### src/rtl/rtc_alarm_pkg.sv
package rtc_alarm_pkg;

    localparam int REG_AW     = 3;
    localparam int REG_DW     = 8;
    localparam int NUM_FIELDS = 4;
    localparam int FIELD_W    = 7;
    localparam int ALARM_BASE = 2;

    localparam int BIT_WF   = 7;
    localparam int BIT_AF   = 6;
    localparam int BIT_BLF  = 4;
    localparam int BIT_AE   = 7;
    localparam int BIT_ABE  = 5;
    localparam int BIT_TEST = 0;

    typedef enum logic [REG_AW-1:0] {
        A_STATUS = 3'd0,
        A_CTL    = 3'd1,
        A_ASEC   = 3'd2,
        A_AMIN   = 3'd3,
        A_AHOUR  = 3'd4,
        A_ADATE  = 3'd5,
        A_TEST   = 3'd6,
        A_SPARE  = 3'd7
    } reg_addr_e;

    typedef struct packed {
        logic [6:0] sec;
        logic [6:0] min;
        logic [5:0] hour;
        logic [5:0] date;
    } bcd_time_t;

    typedef struct packed {
        logic               ign;
        logic [FIELD_W-1:0] val;
    } alarm_field_t;

    typedef enum logic [2:0] {
        RATE_EVERY,
        RATE_S,
        RATE_MS,
        RATE_HMS,
        RATE_DHMS
    } rate_e;

    // ignore bits ordered {date, hour, min, sec}
    function automatic rate_e decode_rate(input logic [NUM_FIELDS-1:0] ign);
        case (ign)
            4'b1110: return RATE_S;
            4'b1100: return RATE_MS;
            4'b1000: return RATE_HMS;
            4'b0000: return RATE_DHMS;
            default: return RATE_EVERY;
        endcase
    endfunction

    function automatic logic [NUM_FIELDS-1:0] rate_need(input rate_e r);
        case (r)
            RATE_S:    return 4'b0001;
            RATE_MS:   return 4'b0011;
            RATE_HMS:  return 4'b0111;
            RATE_DHMS: return 4'b1111;
            default:   return 4'b0000;
        endcase
    endfunction

endpackage

### src/rtl/alarm_regs.sv
module alarm_regs
    import rtc_alarm_pkg::*;
(
    input  logic                         clk,
    input  logic                         rst,
    input  logic                         pwr_restore,
    input  logic                         wr_en,
    input  logic [REG_AW-1:0]            addr,
    input  logic [REG_DW-1:0]            wdata,
    input  logic                         af,
    input  logic                         wdog_flag,
    input  logic                         batt_low,
    output alarm_field_t [NUM_FIELDS-1:0] aset,
    output logic                         ae,
    output logic                         abe,
    output logic                         test_en,
    output logic [REG_DW-1:0]            rdata
);

    alarm_field_t field_q [NUM_FIELDS];

    for (genvar i = 0; i < NUM_FIELDS; i++) begin : g_field
        localparam logic [REG_AW-1:0] MY_ADDR = REG_AW'(ALARM_BASE + i);
        always_ff @(posedge clk) begin
            if (rst) begin
                field_q[i] <= '0;
            end else if (wr_en && addr == MY_ADDR) begin
                field_q[i] <= alarm_field_t'(wdata);
            end
        end
        assign aset[i] = field_q[i];
    end

    always_ff @(posedge clk) begin
        if (rst) begin
            ae      <= 1'b0;
            abe     <= 1'b0;
            test_en <= 1'b0;
        end else if (pwr_restore) begin
            ae      <= 1'b0;
            abe     <= 1'b0;
            test_en <= 1'b0;
        end else if (wr_en) begin
            if (addr == A_CTL) begin
                ae  <= wdata[BIT_AE];
                abe <= wdata[BIT_ABE];
            end
            if (addr == A_TEST) begin
                test_en <= wdata[BIT_TEST];
            end
        end
    end

    always_comb begin
        rdata = '0;
        case (addr)
            A_STATUS: begin
                rdata[BIT_WF]  = wdog_flag;
                rdata[BIT_AF]  = af;
                rdata[BIT_BLF] = batt_low;
            end
            A_CTL: begin
                rdata[BIT_AE]  = ae;
                rdata[BIT_ABE] = abe;
            end
            A_ASEC:  rdata = field_q[0];
            A_AMIN:  rdata = field_q[1];
            A_AHOUR: rdata = field_q[2];
            A_ADATE: rdata = field_q[3];
            A_TEST:  rdata[BIT_TEST] = test_en;
            default: rdata = '0;
        endcase
    end

    assert_restore_clears_R9: assert property (@(posedge clk) disable iff (rst)
        pwr_restore |=> (!ae && !abe && !test_en));

endmodule

### src/rtl/alarm_match.sv
module alarm_match
    import rtc_alarm_pkg::*;
(
    input  alarm_field_t [NUM_FIELDS-1:0] aset,
    input  bcd_time_t                    now,
    input  logic                         sec_tick,
    output logic                         hit
);

    logic [FIELD_W-1:0]    tval [NUM_FIELDS];
    logic [NUM_FIELDS-1:0] eq;
    logic [NUM_FIELDS-1:0] ign;
    logic [NUM_FIELDS-1:0] need;
    rate_e                 rate;

    always_comb begin
        tval[0] = FIELD_W'(now.sec);
        tval[1] = FIELD_W'(now.min);
        tval[2] = FIELD_W'(now.hour);
        tval[3] = FIELD_W'(now.date);
    end

    for (genvar i = 0; i < NUM_FIELDS; i++) begin : g_cmp
        assign eq[i]  = (aset[i].val == tval[i]);
        assign ign[i] = aset[i].ign;
    end

    assign rate = decode_rate(ign);
    assign need = rate_need(rate);
    assign hit  = sec_tick && (&(eq | ~need));

endmodule

### src/rtl/alarm_flag.sv
module alarm_flag (
    input  logic clk,
    input  logic rst,
    input  logic hit,
    input  logic acc_status,
    output logic af,
    output logic access_hold
);

    logic pend;
    logic rehit;

    always_ff @(posedge clk) begin
        if (rst) begin
            af    <= 1'b0;
            pend  <= 1'b0;
            rehit <= 1'b0;
        end else if (acc_status) begin
            pend <= 1'b1;
            if (hit) begin
                rehit <= 1'b1;
                af    <= 1'b1;
            end
        end else if (pend) begin
            af    <= hit || rehit;
            pend  <= 1'b0;
            rehit <= 1'b0;
        end else if (hit) begin
            af <= 1'b1;
        end
    end

    assign access_hold = acc_status || pend;

    assert_flag_rise_R5: assert property (@(posedge clk) disable iff (rst)
        $rose(af) |-> $past(hit));

    assert_flag_fall_R7: assert property (@(posedge clk) disable iff (rst)
        $fell(af) |-> ($past(pend) && !$past(acc_status)));

    assert_pend_closes_R7: assert property (@(posedge clk) disable iff (rst)
        (pend && !acc_status) |=> !pend);

endmodule

### src/rtl/irq_arbiter.sv
module irq_arbiter (
    input  logic clk,
    input  logic rst,
    input  logic af,
    input  logic ae,
    input  logic abe,
    input  logic on_backup,
    input  logic access_hold,
    input  logic wdog_req,
    input  logic wdog_steer,
    input  logic wdog_idle,
    input  logic osc_run,
    input  logic test_en,
    input  logic fsq_tick,
    output logic irq_n
);

    logic alarm_req;
    logic wd_req;
    logic ft_active;
    logic wave;

    assign alarm_req = af && ae && (!on_backup || abe) && !access_hold;
    assign wd_req    = wdog_req && !wdog_steer;
    assign ft_active = osc_run && test_en && !ae && (wdog_steer || wdog_idle);

    always_ff @(posedge clk) begin
        if (rst) begin
            wave <= 1'b1;
        end else if (!ft_active) begin
            wave <= 1'b1;
        end else if (fsq_tick) begin
            wave <= !wave;
        end
    end

    assign irq_n = !(alarm_req || wd_req || (ft_active && !wave));

    assert_wave_released_R10: assert property (@(posedge clk) disable iff (rst)
        $past(!ft_active) |-> wave);

    assert_wave_holds_R10: assert property (@(posedge clk) disable iff (rst)
        ($past(ft_active) && !$past(fsq_tick)) |-> $stable(wave));

    assert_wdog_wins_R11: assert property (@(posedge clk) disable iff (rst)
        (wdog_req && !wdog_steer) |-> !irq_n);

endmodule

### src/rtl/rtc_alarm_irq.sv
module rtc_alarm_irq
    import rtc_alarm_pkg::*;
(
    input  logic              clk,
    input  logic              rst,
    input  logic [6:0]        cur_sec,
    input  logic [6:0]        cur_min,
    input  logic [5:0]        cur_hour,
    input  logic [5:0]        cur_date,
    input  logic              sec_tick,
    input  logic              fsq_tick,
    input  logic              osc_run,
    input  logic              on_backup,
    input  logic              pwr_restore,
    input  logic              bus_sel,
    input  logic              bus_wr,
    input  logic [REG_AW-1:0] bus_addr,
    input  logic [REG_DW-1:0] bus_wdata,
    output logic [REG_DW-1:0] bus_rdata,
    input  logic              batt_low,
    input  logic              wdog_flag,
    input  logic              wdog_req,
    input  logic              wdog_steer,
    input  logic              wdog_idle,
    output logic              irq_n
);

    alarm_field_t [NUM_FIELDS-1:0] aset;
    bcd_time_t                     now;
    logic ae, abe, test_en, af, hit, access_hold, acc_status, wr_en;

    assign now        = '{sec: cur_sec, min: cur_min, hour: cur_hour, date: cur_date};
    assign wr_en      = bus_sel && bus_wr;
    assign acc_status = bus_sel && (bus_addr == A_STATUS);

    alarm_regs u_regs (
        .clk(clk), .rst(rst), .pwr_restore(pwr_restore), .wr_en(wr_en),
        .addr(bus_addr), .wdata(bus_wdata), .af(af), .wdog_flag(wdog_flag),
        .batt_low(batt_low), .aset(aset), .ae(ae), .abe(abe),
        .test_en(test_en), .rdata(bus_rdata)
    );

    alarm_match u_match (
        .aset(aset), .now(now), .sec_tick(sec_tick), .hit(hit)
    );

    alarm_flag u_flag (
        .clk(clk), .rst(rst), .hit(hit), .acc_status(acc_status),
        .af(af), .access_hold(access_hold)
    );

    irq_arbiter u_arb (
        .clk(clk), .rst(rst), .af(af), .ae(ae), .abe(abe),
        .on_backup(on_backup), .access_hold(access_hold), .wdog_req(wdog_req),
        .wdog_steer(wdog_steer), .wdog_idle(wdog_idle), .osc_run(osc_run),
        .test_en(test_en), .fsq_tick(fsq_tick), .irq_n(irq_n)
    );

    assert_access_releases_R7: assert property (@(posedge clk) disable iff (rst)
        (acc_status && !(wdog_req && !wdog_steer) && !test_en) |-> irq_n);

endmodule

### config.mk
export PLATFORM = sky130hd
export DESIGN_NAME = rtc_alarm_irq
export DESIGN_NICKNAME = d
export VERILOG_FILES = /design/src/rtl/rtc_alarm_pkg.sv /design/src/rtl/alarm_regs.sv /design/src/rtl/alarm_match.sv /design/src/rtl/alarm_flag.sv /design/src/rtl/irq_arbiter.sv /design/src/rtl/rtc_alarm_irq.sv
export SDC_FILE = /design/constraint.sdc
export NUM_CORES = 1
export LEC_CHECK = 0
export CAP_MARGIN = 20
export CORE_ASPECT_RATIO = 2
export CORE_MARGIN = 3
export CORE_UTILIZATION = 44
export CTS_CLUSTER_DIAMETER = 80
export DETAILED_ROUTE_END_ITERATION = 8
export HOLD_SLACK_MARGIN = 0.08
export PLACE_DENSITY_LB_ADDON = 0.3
export SLEW_MARGIN = 20
export SYNTH_ARGS = -nofsm -noshare
export SYNTH_HDL_FRONTEND = slang
export SYNTH_SLANG_ARGS = --single-unit
export TNS_END_PERCENT = 50
### constraint.sdc
create_clock -name clk -period 1.5 [get_ports clk]
set_input_delay 0.3 -clock clk [delete_from_list [all_inputs] [get_ports clk]]
set_output_delay 0.3 -clock clk [all_outputs]
set_load 0.005 [all_outputs]
After elaboration in Yosys (flattened, before gate mapping)
Memory sizes are Yosys's and may differ from the RTL's.
Index checks and enable logic that the tools add are counted.
Word-level totals
  register bits: 7
  RAM bits: 32
  input bits: 51
  output and inout bits: 9
  word-level logic and storage cells: 102
  memories: 1
Cells by class
  equality and inequality tests: 18
  mux-type cells: 33
  bitwise gates (word level): 7
  reduce and logical (&&, ||, !) cells: 36
Memories
  u_regs.field_q: depth 4, bits a word 8, rd ports 4, clocked after memory_dff 0, wr ports 4, line alarm_regs.sv:20  | alarm_field_t field_q [NUM_FIELDS];
Operators by type and width (count)
  2-to-1 mux 8 bit: 4
  one-hot mux 3 bit (4 select lines): 2
  2-to-1 mux 1 bit: 21
  one-hot mux 1 bit (5 select lines): 4
  one-hot mux 4 bit (4 select lines): 1
  logical AND 1 bit: 15
  equality test 7 x 6 -> 1 bit: 2
  equality test 7 bit: 2
  equality test 3 x 2 -> 1 bit (second input constant): 4
  equality test 3 bit (second input constant): 4
  equality test 4 bit (second input constant): 3
  equality test 3 x 1 -> 1 bit (second input constant): 2
  logical NOT 1 bit: 6
  logical OR 1 bit: 6
  one-hot mux 1 bit (6 select lines): 1
  AND reduction 2 bit: 3
  logical NOT 4 bit: 1
  NOT 4 bit: 1
  bitwise OR 1 bit: 4
  bitwise OR 4 bit: 1
  AND reduction 4 bit: 1
  OR reduction 2 bit: 2
  logical NOT 3 bit: 1
  inequality test 2 x 1 -> 1 bit (second input constant): 1
  other kinds (2): 2

Logic depth before layout (Yosys ltp)
Gate-level depths: netlist of the first run.
An unclocked memory read counts as a cell.
  depth after elaboration: 12
  mapped depth: 5
  mapped depth without buffers: 5

Modules after synthesis
A second synthesis of the first run with hierarchy kept.
Second synthesis, totals
  cell total of the unflattened synthesis: 200
  area, all modules: 2313.5 µm²
By module, submodules not included
  alarm_regs: times used 1, cells an instance 131, area each 1732.9 µm², seq. area each 1021.0 µm²
  alarm_match: times used 1, cells an instance 43, area each 352.8 µm², seq. area each 0.0 µm²
  alarm_flag: times used 1, cells an instance 11, area each 106.4 µm², seq. area each 60.1 µm²
  irq_arbiter: times used 1, cells an instance 13, area each 100.1 µm², seq. area each 20.0 µm²
  rtc_alarm_irq: times used 1, cells an instance 2, area each 21.3 µm², seq. area each 0.0 µm²

Worst setup path after synthesis of the first run
Ideal clock, no wire load.
  path kind: input to register
  from: input port bus_addr[1]
  to: memory u_regs.field_q[1][10] (netlist name), enable pin
  arrival: 1069 ps
  required time: 1125 ps
  slack: 56 ps
  cell stages on the path: 3
  path buffers: 1
  cell sequence: buf_2 -> nand2b_1 -> o21bai_1
RTL lines
  from (decl): line rtc_alarm_irq.sv:17  | input logic [REG_AW-1:0] bus_addr,
  to (decl): line alarm_regs.sv:20

==> results.toml, run 1 <==
[synth]
synth_fp_nets = 258
syn_area_um2 = 2230
synth_enable_flop_cells = 32
synth_most_common_cell = "and2_1"
ys_top_cells_by_count = "and2_1, edfxtp_1, xnor2_1"
synthTopCellsByArea = "edfxtp_1, and2_1, xnor2_1"
synth.distinct_cells = 39
synthArstFlopShare = 0
synth_top_area_share = 0.431
yosys_warnings = 0
syn_area_per_cell_um2 = 10.8
ys_seq_area_frac = 0.494
synth_area_leader_cell = "edfxtp_1"
syn_inst = 207
synth_flop_cell = "edfxtp_1"
ys_ff_latch = 39

[sta]
fin_worst_skew_ns = 0.00164
fin_ws_ns = -0.152
fin_hold_ws_ns = 0.509
finalHoldViolations = 0
setup_viol = 9
min_period_ns = 1.65
maxSlewViolCount = 0
grt_setup_unrepaired = "true"
worst_slew_pin_slew_ns = 0.270
layout_worst_path_cycle_share = 1.10
relSlewSlack = 0.819
fmax_ghz = 0.605

[global_route]
grtUsageTotal = 0.239
overflow = 0
antenna_found_initial = 0
grt_max_degree = 13
grt_pass1_wl_um = 10600
grt_pass1_vias = 2208

[routing]
drt-pass1-iter-count = 4
vias = 1994
ant_nets = 0
avgViaCountPerCell = 5.37
wl_um = 6790
wl_per_cell_um = 18.3
drt_iter0_markers = 61
drc = 0

[pwr]
ir_drop_v = 0.000836
leakage_nw = 1.38
cellPowerDensity_nw_per_um2 = 793

[die]
fp.dieW_um = 56.3
num_rows = 36
die_area_um2 = 6000
core_area_um2 = 4860
initial_core_util = 0.458
io-pin-count = 60
die_h_um = 107

[worst_setup_path]
worstPathArrival_ns = 1.35
crit_path_end_kind = "primary output"
r2r_cells = 5
path_max_fanout = 2
crit_buf_inv = 1
reg2reg_from = "u_regs.field_q[0][8]"
regToRegSetupSlack_ns = -0.06
reg2reg_to = "u_flag.rehit"
crit_chain = "mux2_2 -> a22oi_2 -> o22ai_1 -> buf_2"
required_ns = 1.20
critPathKind = "flip-flop to primary output"
start_kind = "flip-flop"
slowest_delay_ns = 0.40
crit_family = "flip-flops"
cp_slowest_cell = "edfxtp_1"

[finish]
final_cells = 371
multi_input_area_um2 = 1200
regArea_um2 = 1100
drive_gt1_frac = 0.290
diodes = 0
syn2layout_area_growth_pct = 55.2
final_nets = 364
fin_util = 0.711
nFillCells = 380

[placed_design]
dp_cells = 355
dp_hpwl_um = 5280
gp_congestion = 0.875
dp_slack_ns = -0.816
portBuffers = 59

[clock_network]
root_buffer = "clkbuf_8"
cts-buffers-inserted = 5
cts_sinks = 39
clkTransAtPathRegs_ns = 0.07
clock_latency_ns = 0.28
clock_path_buffers = 2
cts.htree.levels = 2
cts_tree = "built"

[run_status]
failed_checks = "negative setup slack"
run_status = "finished, violations left"

[hold_path]
min_from = "u_flag.rehit"
min-delay-path-class = "flip-flop to flip-flop"
worstHoldEndpoint = "u_flag.rehit"
hold_depth = 2

[flow_run]
cap_violations = 0
-- power breakdown --
part / total [mW] / internal (mW) / switching, mW
clock network: 0.884 / 0.538 / 0.346
logic: 0.581 / 0.342 / 0.240
registers: 1.28 / 1.23 / 0.0492
total: 2.74 / 2.11 / 0.635
-- cell type report --
| type | instances | area share |
|---|---|---|
| Inverter | 6 | 0.00651 |
| Multi-Input combinational cell | 156 | 0.347 |
| Tap cell | 57 | 0.0206 |
| Sequential cell | 39 | 0.319 |
| Clock inverter | 2 | 0.0101 |
| Timing Repair Buffer | 105 | 0.273 |
| Clock buffer | 6 | 0.0239 |
-- worst register-to-register path, delay by kind of cell (launching register included) --
kind	cells	cell delay [ns]
AO/OA/AOI/OAI	2	0.48
XOR/XNOR	1	0.19
flip-flops	1	0.42
AND/OR/NAND/NOR	2	0.40
-- cells by family (layout without fill, tap and decap cells) --
family	count (synthesis)	in the layout	synth area share
flops	39	39	0.494
buf+inv	12	119	0.0230
xor+xnor	27	27	0.110
compound gates	33	33	0.107
simple gates	82	82	0.203
mux	14	14	0.0635
-- cell usage in the layout, fill, tap and decap left out, drive strengths merged, types with 2 or more instances in the layout --
cell type       n
edfxtp         32
buf            58
a221o           2
clkdlybuf4s50  44
mux2i          13
clkbuf          6
nand3           4
nand2b          4
xnor2          18
nor3            5
o22ai           5
nand2           9
a21oi           4
nor2b           5
nand4           3
and2           33
o21bai          3
dfxtp           7
a22oi           2
o21ai           4
nor2           13
inv             6
a31oi           3
xor2            9
nand3b          2
dlygate4sd2     2
o211ai          2
-- routing by layer --
metal,wire (µm),track usage,share of wire
met1,2180,0.219,0.32
met2,3900,0.469,0.57
met3,292,0.0337,0.043
met4,418,0.146,0.062
met5,0,0,0
-- what timing repair did --
| item | 4_1_cts | 5_1_grt |
|---|---|---|
| hold buffers | 0 | 0 |
| setup endpoints to repair | 69 | 11 |
| gates cloned | 1 | 0 |
| pin swaps | 16 | 13 |
| gates resized for setup | 78 | 6 |
| setup buffers | 6 | 4 |
-- state kept, by name, indices dropped and copies added (netlist names) --
signal,cells
u_flag.pend,1
u_flag.af,1
u_regs.test_en,1
u_regs.field_q,32
u_regs.ae,1
u_flag.rehit,1
u_regs.abe,1
u_arb.wave,1
-- worst max-delay path by stage --
stage	start	end	slack [ns]	cells past startpoint
detailed placement	bus_addr[0]	bus_rdata[7]	-0.82	7
global route	u_regs.field_q[1][13]	bus_rdata[5]	-0.22	4
floorplan	bus_addr[1]	u_regs.field_q[1][10]	0.06	3
finish	u_regs.field_q[0][7]	bus_rdata[7]	-0.15	4
global placement	bus_addr[0]	bus_rdata[1]	-0.82	5
CTS	u_regs.field_q[0][1]	bus_rdata[1]	-0.15	3
-- through the flow --
stage               setup TNS, ns  cell area (µm²)  power (mW)
finish                     -0.791             3460        2.74
global route                -1.49             3460        2.85
CTS                        -0.875             3400        2.74
detailed placement         -31.17             3180        1.84
global placement           -30.55             3180        1.83
floorplan                       0             2230        1.49
No activity file was read; power rests on OpenSTA's default activity.
==> run 2: changes to the inputs <==
GPL_ROUTABILITY_DRIVEN = 1   (was default)
==> results of run 2 <==
No change in the layout: final DEF, timing and power equal those of run 1.
==> run 3: changes to the inputs <==
CELL_PAD_IN_SITES_DETAIL_PLACEMENT = 0   (was default)
CELL_PAD_IN_SITES_GLOBAL_PLACEMENT = 1   (was default)
CORE_UTILIZATION = 34   (was 44)
SYNTH_HIERARCHICAL = 1   (was default)
==> results.toml, run 3 <==
[run_status]
run_status = "finished, violations left"
failed_checks = "negative setup slack"

[sta]
fin_hold_ws_ns = 0.444
min_period_ns = 1.95
relSlewSlack = 0.594
fin_worst_skew_ns = 0.00293
grt_setup_unrepaired = "true"
fmax_ghz = 0.512
layout_worst_path_cycle_share = 1.30
finalHoldViolations = 0
maxSlewViolCount = 0
setup_viol = 10
fin_ws_ns = -0.453
worst_slew_pin_slew_ns = 0.608

[global_route]
use_met1 = 0.172
antenna_found_initial = 0
grt_busiest_layer = "met2"
grtUsageTotal = 0.189
grt_pass1_vias = 2055
gr-usage-met2 = 0.376
globalRouteMet3Util = 0.0330
grt_max_degree = 14
overflow = 0
grt_pass1_wl_um = 10800

[die]
die_area_um2 = 7890
num_rows = 41
core_area_um2 = 6460
io-pin-count = 60
die_h_um = 123
initial_core_util = 0.358
fp.dieW_um = 64.3

[finish]
syn2layout_area_growth_pct = 64.8
drive_gt1_frac = 0.359
regMostFlops = "u_regs/field_q"
final_nets = 362
largest_reg_flops = 32
layout_commonest_cell = "clkdlybuf4s50_1"
diodes = 0
final_cell_mix = "clkdlybuf4s50_1, and2_1, edfxtp_1, buf_4, xor2_1"

[worst_setup_path]
worstPathArrival_ns = 2.15
critPathKind = "input port to flip-flop"
reg2reg_to = "u_flag/af"
r2r_cells = 6
reg2reg_from = "u_regs/field_q[2][1]"
crit_chain = "clkdlybuf4s50_1 -> xor2_1 -> nor4_4 -> nand4_1 -> a2111oi_4 -> nor2_1 -> a211oi_1"
start_kind = "input port"
cp_slowest_cell = "a2111oi_4"
regToRegSetupSlack_ns = -0.45
path_max_fanout = 3
required_ns = 1.70
slowest_delay_ns = 0.45
crit_path_end_kind = "flip-flop"

[clock_network]
cts_hold_buf = 0
cts-buffers-inserted = 5
clock_path_buffers = 2
clkTransAtPathRegs_ns = 0.06
root_buffer = "clkbuf_16"
cts_tree = "built"
cts_sinks = 39
cts.htree.levels = 2
clock_latency_ns = 0.28

[routing]
ant_nets = 0
drt-pass1-iter-count = 4
vias = 1954
drc = 0
wl_per_cell_um = 18.2
avgViaCountPerCell = 4.91
wl_um = 7260
drt_iter0_markers = 63

[synth]
synthArstFlopShare = 0
ys_ff_latch = 39
ys_top_cells_by_count = "and2_1, edfxtp_1, xor2_1"
yosys_warnings = 6
syn_area_um2 = 2310
synth.distinct_cells = 44
syn_inst = 200
synth_enable_flop_cells = 32
synth_flop_cell = "edfxtp_1"
synth_fp_nets = 251
synth_most_common_cell = "and2_1"
ys_seq_area_frac = 0.476
synth_area_leader_cell = "edfxtp_1"
synth_top_area_share = 0.415
syn_area_per_cell_um2 = 11.6
synthTopCellsByArea = "edfxtp_1, xor2_1, and2_1"

[pwr]
leakage_nw = 1.49
total_power_mw = 3.02
cellPowerDensity_nw_per_um2 = 793
ir_drop_v = 0.000645

[hold_path]
hold_depth = 4
worstHoldEndpoint = "u_flag/pend"
min-delay-path-class = "input port to flip-flop"
min_from = "bus_addr[2]"

[placed_design]
dp_hpwl_um = 5450
portBuffers = 59
gp_congestion = 0.905
dp_slack_ns = -0.924

[flow_run]
cap_violations = 0
-- run 3: cell types whose count changed after synthesis, moves of 3 or more --
| cell | change |
|---|---|
| inv_1 | -3 |
| nand2_1 | -3 |
| nand3_1 | -4 |
| nor2_1 | -7 |
| nor3_1 | +3 |
| nor3_4 | +4 |
| o21ai_0 | -4 |
| xnor2_1 | -15 |
| xor2_1 | +15 |
-- run 3: cells by family (layout without fill, tap and decap cells) --
group / after synthesis / after routing / share of synthesized area
buffers and inverters: 10 / 122 / 0.0222
xor gates and xnor gates: 27 / 27 / 0.105
muxes: 15 / 15 / 0.0660
and+or+nand+nor: 82 / 82 / 0.241
AOI/OAI and AO/OA: 27 / 27 / 0.0898
DFF: 39 / 39 / 0.476
-- run 3: where the power goes --
part	total, mW	leakage, nW	switching [mW]	internal [mW]
clock network	1.09	0.0731	0.422	0.664
registers	1.29	0.364	0.0551	1.23
logic	0.652	1.05	0.271	0.381
-- run 3: layout make-up --
class,count,area [µm²]
Fill cell,564,2650
Timing Repair Buffer,111,1060
Sequential cell,39,1100
Clock inverter,2,16.3
Multi-Input combinational cell,151,1380
Inverter,3,11.3
Tap cell,86,108
Clock buffer,6,139
-- run 3: critical path: cells and delay by family --
| kind | cells | cell delay, ns |
|---|---|---|
| compound gates | 2 | 0.67 |
| xor+xnor | 1 | 0.19 |
| buf+inv | 1 | 0.41 |
| simple gates | 3 | 0.58 |
-- run 3: stage by stage --
step | utilization | cells | TNS (ns) | area, µm²
floorplan | - | 200 | -0.190 | 2330
global placement | 0.509 | 373 | -42.66 | 3290
detailed placement | 0.509 | 373 | -42.71 | 3290
CTS | 0.576 | 395 | -2.08 | 3720
global route | 0.590 | 398 | -2.69 | 3810
finish | 0.590 | 398 | -2.11 | 3810
-- run 3: routing by layer --
layer,vias to the layer above,wire length (µm)
met2,67,4380
met4,0,262
met3,13,309
met1,916,2310
li1,958,-
met5,-,0
-- run 3: worst max path at each step --
| stage | from | end |
|---|---|---|
| 3_3_place_gp | bus_addr[0] | bus_rdata[6] |
| 6_report | cur_hour[0] | u_flag/af |
| 4_1_cts | u_regs/field_q[2][6] | u_flag/af |
| 3_5_place_dp | bus_addr[0] | bus_rdata[6] |
| 5_1_grt | u_regs/field_q[2][1] | u_flag/af |
| 2_1_floorplan | u_regs/field_q[2][1] | u_flag/af |
-- run 3: what timing repair did --
action / CTS / global route
cloned: 1 / 0
pin swaps: 15 / 8
endpoints found under the setup margin: 75 / 18
setup buffers: 14 / 4
resized for setup: 101 / 15
